==> config.mk <==
export PLATFORM = sky130hd
export DESIGN_NAME = sys_insn_guard
export DESIGN_NICKNAME = d
export VERILOG_FILES = /design/src/rtl/sysg_pkg.sv /design/src/rtl/sysg_decode.sv /design/src/rtl/sysg_legal.sv /design/src/rtl/sysg_fence_ops.sv /design/src/rtl/sys_insn_guard.sv
export SDC_FILE = /design/constraint.sdc
export NUM_CORES = 1
export LEC_CHECK = 0
export ABC_AREA = 1
export BUFFER_PORTS_ARGS = -buffer_cell sky130_fd_sc_hd__buf_4
export CAP_MARGIN = 5
export CORE_ASPECT_RATIO = 1.5
export CORE_UTILIZATION = 35
export CTS_BUF_LIST = sky130_fd_sc_hd__clkbuf_8
export CTS_CLUSTER_DIAMETER = 150
export DETAILED_ROUTE_END_ITERATION = 8
export GPL_TIMING_DRIVEN = 0
export PLACE_DENSITY = 0.71
export SETUP_SLACK_MARGIN = 0.05
export SYNTH_ARGS = -nofsm -noshare
export SYNTH_HDL_FRONTEND = slang
export SYNTH_SLANG_ARGS = --single-unit
==> constraint.sdc <==
create_clock -name clk -period 1.6 [get_ports clk]
set_input_delay 0.24 -clock clk [delete_from_list [all_inputs] [get_ports clk]]
set_output_delay 0.24 -clock clk [all_outputs]
set_load 0.01 [all_outputs]
==> src/rtl/sysg_pkg.sv <==
package sysg_pkg;
  typedef enum logic [2:0] {
    KIND_NONE  = 3'd0,
    KIND_MRET  = 3'd1,
    KIND_SRET  = 3'd2,
    KIND_WFI   = 3'd3,
    KIND_FENCE = 3'd4
  } sys_kind_e;

  localparam logic [1:0] PRIV_USER = 2'b00;
  localparam logic [1:0] PRIV_SUP  = 2'b01;
  localparam logic [1:0] PRIV_MACH = 2'b11;

  localparam logic [6:0]  OPC_SYSTEM = 7'b1110011;
  localparam logic [11:0] TOP_MRET   = 12'h302;
  localparam logic [11:0] TOP_SRET   = 12'h102;
  localparam logic [11:0] TOP_WFI    = 12'h105;
  localparam logic [6:0]  TOP_FENCE  = 7'b0001001;
endpackage

==> src/rtl/sysg_decode.sv <==
module sysg_decode
  import sysg_pkg::*;
#(
  parameter int INSN_W = 32
) (
  input  logic [INSN_W-1:0] insn,
  output sys_kind_e         kind,
  output logic              rs1_zero,
  output logic              rs2_zero
);
  logic cand;
  logic src_zero;

  always_comb begin
    cand     = (insn[6:0] == OPC_SYSTEM) && (insn[14:12] == 3'b000) && (insn[11:7] == 5'd0);
    src_zero = (insn[19:15] == 5'd0);
    rs1_zero = src_zero;
    rs2_zero = (insn[24:20] == 5'd0);
    kind     = KIND_NONE;
    if (cand) begin
      if (insn[31:25] == TOP_FENCE)                 kind = KIND_FENCE;
      else if (src_zero && insn[31:20] == TOP_MRET) kind = KIND_MRET;
      else if (src_zero && insn[31:20] == TOP_SRET) kind = KIND_SRET;
      else if (src_zero && insn[31:20] == TOP_WFI)  kind = KIND_WFI;
    end
  end
endmodule

==> src/rtl/sysg_legal.sv <==
module sysg_legal
  import sysg_pkg::*;
(
  input  sys_kind_e   kind,
  input  logic [1:0]  priv,
  input  logic        trap_sret,
  input  logic        trap_wait,
  input  logic        trap_vm,
  output logic        illegal,
  output logic        ret_req,
  output logic        ret_mach,
  output logic        flush_req
);
  logic is_m, is_s, ok;

  always_comb begin
    is_m = (priv == PRIV_MACH);
    is_s = (priv == PRIV_SUP);
    unique case (kind)
      KIND_MRET:  ok = is_m;
      KIND_SRET:  ok = is_m || (is_s && !trap_sret);
      KIND_WFI:   ok = is_m || (is_s && !trap_wait);
      KIND_FENCE: ok = (is_m || is_s) && !trap_vm;
      default:    ok = 1'b1;
    endcase
    illegal   = (kind != KIND_NONE) && !ok;
    ret_req   = ok && ((kind == KIND_MRET) || (kind == KIND_SRET));
    ret_mach  = ok && (kind == KIND_MRET);
    flush_req = ok && (kind == KIND_FENCE);
  end
endmodule

==> src/rtl/sysg_fence_ops.sv <==
module sysg_fence_ops #(
  parameter int XLEN   = 64,
  parameter int VA_W   = 39,
  parameter int ASID_W = 16
) (
  input  logic              enable,
  input  logic              rs1_zero,
  input  logic              rs2_zero,
  input  logic [XLEN-1:0]   rs1_val,
  input  logic [XLEN-1:0]   rs2_val,
  output logic              addr_all,
  output logic [VA_W-1:0]   addr,
  output logic              asid_all,
  output logic [ASID_W-1:0] asid
);
  always_comb begin
    addr_all = enable && rs1_zero;
    asid_all = enable && rs2_zero;
    addr     = (enable && !rs1_zero) ? rs1_val[VA_W-1:0]   : '0;
    asid     = (enable && !rs2_zero) ? rs2_val[ASID_W-1:0] : '0;
  end
endmodule

==> src/rtl/sys_insn_guard.sv <==
module sys_insn_guard
  import sysg_pkg::*;
#(
  parameter int INSN_W = 32,
  parameter int XLEN   = 64,
  parameter int VA_W   = 39,
  parameter int ASID_W = 16
) (
  input  logic              clk,
  input  logic              rst_n,
  input  logic              in_valid,
  input  logic [INSN_W-1:0] insn,
  input  logic [1:0]        priv,
  input  logic              trap_sret,
  input  logic              trap_wait,
  input  logic              trap_vm,
  input  logic [XLEN-1:0]   rs1_val,
  input  logic [XLEN-1:0]   rs2_val,
  output logic              out_valid,
  output logic [2:0]        kind,
  output logic              illegal,
  output logic              ret_req,
  output logic              ret_mach,
  output logic              flush_req,
  output logic              flush_addr_all,
  output logic [VA_W-1:0]   flush_addr,
  output logic              flush_asid_all,
  output logic [ASID_W-1:0] flush_asid
);
  sys_kind_e         dec_kind;
  sys_kind_e         gated_kind;
  logic              rs1_zero, rs2_zero;
  logic              l_ill, l_ret, l_mach, l_flush;
  logic              f_addr_all, f_asid_all;
  logic [VA_W-1:0]   f_addr;
  logic [ASID_W-1:0] f_asid;

  logic              ctl_en, pay_en;
  logic [5:0]        ctl_d, ctl_q;
  logic [2:0]        kind_d, kind_q;
  logic              aall_q, sall_q;
  logic [VA_W-1:0]   addr_q;
  logic [ASID_W-1:0] asid_q;

  sysg_decode #(.INSN_W(INSN_W)) dec_i (
    .insn(insn), .kind(dec_kind), .rs1_zero(rs1_zero), .rs2_zero(rs2_zero)
  );

  assign gated_kind = in_valid ? dec_kind : KIND_NONE;

  sysg_legal legal_i (
    .kind(gated_kind), .priv(priv), .trap_sret(trap_sret), .trap_wait(trap_wait),
    .trap_vm(trap_vm), .illegal(l_ill), .ret_req(l_ret), .ret_mach(l_mach),
    .flush_req(l_flush)
  );

  sysg_fence_ops #(.XLEN(XLEN), .VA_W(VA_W), .ASID_W(ASID_W)) ops_i (
    .enable(l_flush), .rs1_zero(rs1_zero), .rs2_zero(rs2_zero),
    .rs1_val(rs1_val), .rs2_val(rs2_val), .addr_all(f_addr_all), .addr(f_addr),
    .asid_all(f_asid_all), .asid(f_asid)
  );

  // next-state
  always_comb begin
    ctl_en = in_valid || ctl_q[0];
    pay_en = l_flush || ctl_q[4];
    ctl_d  = {1'b0, l_flush, l_mach, l_ret, l_ill, in_valid};
    kind_d = gated_kind;
  end

  // registers
  always_ff @(posedge clk or negedge rst_n) begin
    if (!rst_n) begin
      ctl_q  <= '0;
      kind_q <= '0;
    end else if (ctl_en) begin
      ctl_q  <= ctl_d;
      kind_q <= kind_d;
    end
  end

  always_ff @(posedge clk or negedge rst_n) begin
    if (!rst_n) begin
      aall_q <= 1'b0;
      sall_q <= 1'b0;
      addr_q <= '0;
      asid_q <= '0;
    end else if (pay_en) begin
      aall_q <= f_addr_all;
      sall_q <= f_asid_all;
      addr_q <= f_addr;
      asid_q <= f_asid;
    end
  end

  assign out_valid      = ctl_q[0];
  assign illegal        = ctl_q[1];
  assign ret_req        = ctl_q[2];
  assign ret_mach       = ctl_q[3];
  assign flush_req      = ctl_q[4];
  assign kind           = kind_q;
  assign flush_addr_all = aall_q;
  assign flush_addr     = addr_q;
  assign flush_asid_all = sall_q;
  assign flush_asid     = asid_q;
endmodule

== After elaboration in Yosys (flattened, before gate mapping) ==
Cells that the tools add are included.
Cells by class
  $add $sub $neg: 0
  $mul: 0
  div/mod/pow operators: 0
  magnitude comparators: 0
  equal/unequal tests: 11
  shifts and indexed selects: 0
  mux-type cells: 9
  bitwise operators: 0
  reduce and logical (&&, ||, !) cells: 33
Operators with widths (count)
  39-bit two-way mux: 1
  12-bit by 9-bit equality test with 1-bit output (second input constant): 2
  1-bit logical AND: 16
  16-bit two-way mux: 1
  5-bit logical NOT: 3
  3-bit two-way mux: 5
  12-bit by 10-bit equality test with 1-bit output (second input constant): 1
  7-bit by 4-bit equality test with 1-bit output (second input constant): 1
  7-bit equality test (second input constant): 1
  3-bit by 2-bit equality test with 1-bit output (second input constant): 2
  1-bit logical NOT: 6
  1-bit logical OR: 6
  1-bit one-hot mux with 4 select lines: 1
  3-bit by 1-bit equality test with 1-bit output (second input constant): 1
  3-bit equality test (second input constant): 1
  3-bit logical NOT: 1
  3-bit nonzero test: 1
  2-bit by 1-bit equality test with 1-bit output (second input constant): 1
  2-bit equality test (second input constant): 1
  2-bit two-way mux: 1
Word-level totals
  bits in registers: 65
  bits in latches: 0
  bits in writable memories: 0
  bits in read-only memories: 0
  input port bits: 168
  word-level logic and storage cells: 59
  memories: 0

== Longest topological paths before layout ==
  word-level depth: 13
  depth in mapped cells: 12

== Hierarchy ==
A second synthesis with hierarchy kept.
Unflattened totals
  cell total of the unflattened synthesis: 479
  area, all modules: 3523.4 µm²
By module, submodules not included
  sys_insn_guard: instances 1, cells each 282, area an instance 2597.5 µm²
  sysg_fence_ops: instances 1, cells each 123, area an instance 564.3 µm²
  sysg_decode: instances 1, cells each 49, area an instance 235.2 µm²
  sysg_legal: instances 1, cells each 25, area an instance 126.4 µm²

== Worst setup path after synthesis ==
OpenSTA, ideal clock, no wires.
  path type: input to register
  start point: input port insn[26]
  end point: register aall_q, in the netlist flush_addr_all
  arrival: 1.243 ns
  required time: 1.468 ns
  slack: 0.225 ns
  stages on the path: 7
  path buffers: 1
  cells stage by stage: nor2_1 > nand2_1 > nor2_2 > nand4_4 > clkbuf_1 > nand3_1 > o21ai_1
On the way
  cells in the longest elaborated chain, start to end: 12
  elaborated cells between the ends (all ways): 21
  those cells by class: eq/ne (8); mux (7); reduce/logical (6)
RTL lines
  start, declared: RTL line sys_insn_guard.sv:12  | input logic [INSN_W-1:0] insn,
  12-bit by 9-bit equality test with 1-bit output: RTL line sysg_decode.sv:24  | else if (src_zero && insn[31:20] == TOP_WFI) kind = KIND_WFI;
  1-bit logical AND: RTL line sysg_decode.sv:24
  2-bit two-way mux: RTL line sysg_decode.sv:24
  3-bit two-way mux: RTL line sysg_decode.sv:23  | else if (src_zero && insn[31:20] == TOP_SRET) kind = KIND_SRET;
  3-bit two-way mux: RTL line sysg_decode.sv:22  | else if (src_zero && insn[31:20] == TOP_MRET) kind = KIND_MRET;
  3-bit two-way mux *: RTL line sysg_decode.sv:21  | if (insn[31:25] == TOP_FENCE) kind = KIND_FENCE;
  3-bit two-way mux *: RTL line sysg_decode.sv:20  | if (cand) begin
  3-bit two-way mux *: RTL line sys_insn_guard.sv:49  | assign gated_kind = in_valid ? dec_kind : KIND_NONE;
  3-bit equality test, or another cell as far along: RTL line sysg_legal.sv:19, sysg_legal.sv:29
  1-bit one-hot mux with 4 select lines: RTL line sysg_legal.sv:19  | unique case (kind)
  1-bit logical AND *: RTL line sysg_legal.sv:29  | flush_req = ok && (kind == KIND_FENCE);
  1-bit logical AND / 1-bit logical OR (equally long branches): RTL line sysg_fence_ops.sv:17, sys_insn_guard.sv:66
  end signal, assigned: RTL line sys_insn_guard.sv:89  | aall_q <= f_addr_all;
  end, declared: RTL line sys_insn_guard.sv:41  | logic aall_q, sall_q;
Mark *: on every way between the ends. The rest lies on a longest branch, timed or not.
A chain may end at the register's enable or synchronous reset.

== Worst setup path after layout ==
  start point: register ctl_q[4]
  end point: register asid_q[9], in the netlist flush_asid[9]
On the way
  cells in the longest elaborated chain, start to end: 1
RTL lines
  start, declared: RTL line sys_insn_guard.sv:39  | logic [5:0] ctl_d, ctl_q;
  start signal, assigned: RTL line sys_insn_guard.sv:77  | ctl_q <= ctl_d;
  1-bit logical OR: RTL line sys_insn_guard.sv:66  | pay_en = l_flush || ctl_q[4];
  end signal, assigned: RTL line sys_insn_guard.sv:92  | asid_q <= f_asid;
  end, declared: RTL line sys_insn_guard.sv:43  | logic [ASID_W-1:0] asid_q;
No other way between the ends.

==> results by group <==
Logic synthesis
  – Mapped Nets: around 530
  – #FFs+latches synth: 65
  – Yosys warnings: 0
  – Mapped Area: about 0.003 mm2
  – Sequential area share after synthesis: 0.5426
  – Avg Inst Size Synth: 8.397 um2
  – Synthesized instance count: 357
  – Post-synth cell types: 23

Timing
  – Minimum clock period: 1424 ps
  – Setup ws final: 176.2 ps
  – Period utilization: 0.8899
  – Final Hold Fails: 9
  – RSZ-0062 raised after global routing: true
  – Final hold slack: -18.95 ps
  – Final Max Slew Viols: 0
  – Slew Limit Headroom: 0.4506
  – Measured slew at the worst slew-check pin: roughly 820 ps
  – Fmax: 702.3 MHz
  – # setup viols final: 0
  – Setup tns final: 0 ps
  – Final Skew: about 5.0 ps

Floorplan
  – Die area: ~0.0089 mm2
  – Core area: approximately 0.0084 mm2
  – Row Count: 41
  – Initial Utilization: 0.3585
  – Die X: 77.57 um
  – Die span in y: roughly 120 um
  – IO Pins: 233

Final layout
  – Synthesis-to-finish area growth: 49.75%
  – Commonest non-fill, non-tap cell in the layout: buf_4
  – Nets: slightly below 700
  – Design area: 0.004489 mm2
  – Sequential cell area: 0.001627 mm2
  – FILL cells: 824
  – Commonest non-fill, non-tap cells in the layout: 159 x buf_4, 124 x nand3_1, 84 x nand2_1, 65 x dfrtp_1, 22 x nor2_1
  – Fin util: 0.5369
  – Layout Cells excl Fill: 637
  – Antenna diode count: 0
  – Layout cells sized above 1: 0.3585
  – Area of the multi-input gates: 0.001180 mm2

CTS
  – Reg clk slew, reported paths: approximately 70 ps
  – Root buffer cell: clkbuf_8
  – Clock buffer depth: 2
  – Post-CTS Setup Inserts: 0
  – Number of CTS-inserted buffers: 9
  – TritonCTS clock tree: built
  – CTS Sinks: 65
  – Clk Latency, worst-skew pair: 350 ps
  – H-tree depth: 3

Placed design
  – I/O Buffers: 159
  – GP Congestion: 0.8518
  – DP Worst Slack: -208.3 ps
  – Post-Place Cells: about 620
  – Post-DP Area: roughly 0.0043 mm2
  – Dpl hpwl: just under 7 mm

Global routing
  – GRT Residual Overflow: 0
  – Overall routing resource usage: 0.2074
  – Largest net degree at the start of global routing: 66
  – Vias in the first global route: 3082
  – Antenna violations before repair: 0
  – First-pass GRT wire length: 14.38 mm

Drt
  – Post-route ant nets: 0
  – Metal2 WL: 4.569 mm
  – DRC viols: 0
  – DR iter-0 viols: between 150 and 200
  – Routed met1 length: 3.512 mm
  – DRT Wirelength: 8.939 mm
  – Vias per cell: 4.863
  – Routed len/inst: 14.03 um
  – DR WL met3: 664 um
  – Top layer in use: met4
  – Drt first pass iters: 4
  – Detailed-route via count: 3098

Critical path
  – Path type of the worst setup path: reg2reg
  – Req. time, crit path: 1890 ps
  – Crit path launch type: flop
  – Crit Path Max Fanout: 13
  – CP endpoint kind: flop
  – Worst Path Arrival: 1710 ps

Outcome
  – Status: finished with violations
  – Failing checks: hold timing

Pwr
  – LEAKAGE: 2.561 nW
  – Total Power Consumption: 3.084 mW
  – Pwr/cell area: roughly 700 mW/mm2
  – Worst VDD drop: 0.5057 mV

Worst hold path
  – Worst min path class: in2async

Run
  – Maxcap violations: 0
==> synthesized netlist by cell type, drive strengths merged <==
library cell    n  area, um2
a21oi           2      10.01
a32o            1      10.01
buf             8      67.56
clkbuf         15      56.30
clkinv          2      12.51
dfrtp          65       1627
inv            16      60.05
nand2          86      327.8
nand3         126      635.6
nand4           4      40.04
nor2           25      111.4
nor3            3      20.02
o21ai           4      20.02
==> worst paths after layout <==
check,start,to,slack (ps),cells after the start
worst max-delay path,ctl_q[4],flush_asid[9],180,4
worst min-delay path,rst_n,flush_asid[9],-20,1
worst max register to register,ctl_q[4],flush_asid[9],180,4
worst min register to register,kind[1],kind[1],480,2
max in group asynchronous,rst_n,flush_addr[16],1070,1
min in group clk,rs1_val[30],flush_addr[30],110,3
==> worst max-delay path: stages, from the launching register on <==
cell and delay [ps]:
dfrtp_1 380, inv_1 330, buf_1 430, nand3_1 140
nand2_1 90
==> area by class of cell <==
class,instances,share of cell area
Clock buffer,10,0.03066
Tap cell,107,0.02982
Sequential cell,65,0.3623
Timing Repair Buffer,159,0.2659
Buffer,22,0.02703
Multi-Input combinational cell,251,0.2628
Inverter,18,0.01616
Clock inverter,5,0.005295
==> state kept, by name (all words and copies together) (netlist names) <==
signal and flops:
flush_asid 16, ctl_q 5, flush_addr 39, flush_asid_all 1, kind 3, flush_addr_all 1
==> metal layers <==
metal / up-vias / track usage
li1: 1526 / -
met1: 1441 / 0.2496
met2: 117 / 0.3428
met3: 14 / 0.05476
met4: 0 / 0.1031
met5: - / 0
==> power by group <==
group          total (mW)  internal [mW]  switching [mW]
sequential           1.65           1.64        0.000739
combinational       0.269          0.159           0.110
clock                1.17          0.578           0.592
total                3.08           2.38           0.703
==> what timing repair did <==
| item | CTS | global route |
|---|---|---|
| pin swaps | 0 | 0 |
| gates resized for setup | 0 | 4 |
| endpoints found under the setup margin | 20 | 27 |
| hold buffers | 0 | 0 |
==> kinds of logic after synthesis <==
| logic type | after synthesis | synth area share |
|---|---|---|
| AOI/OAI and AO/OA | 7 | 0.01336 |
| buffers and inverters | 41 | 0.06552 |
| DFF | 65 | 0.5426 |
| and+or+nand+nor | 244 | 0.3785 |
No activity file was read; power rests on OpenSTA's default activity.
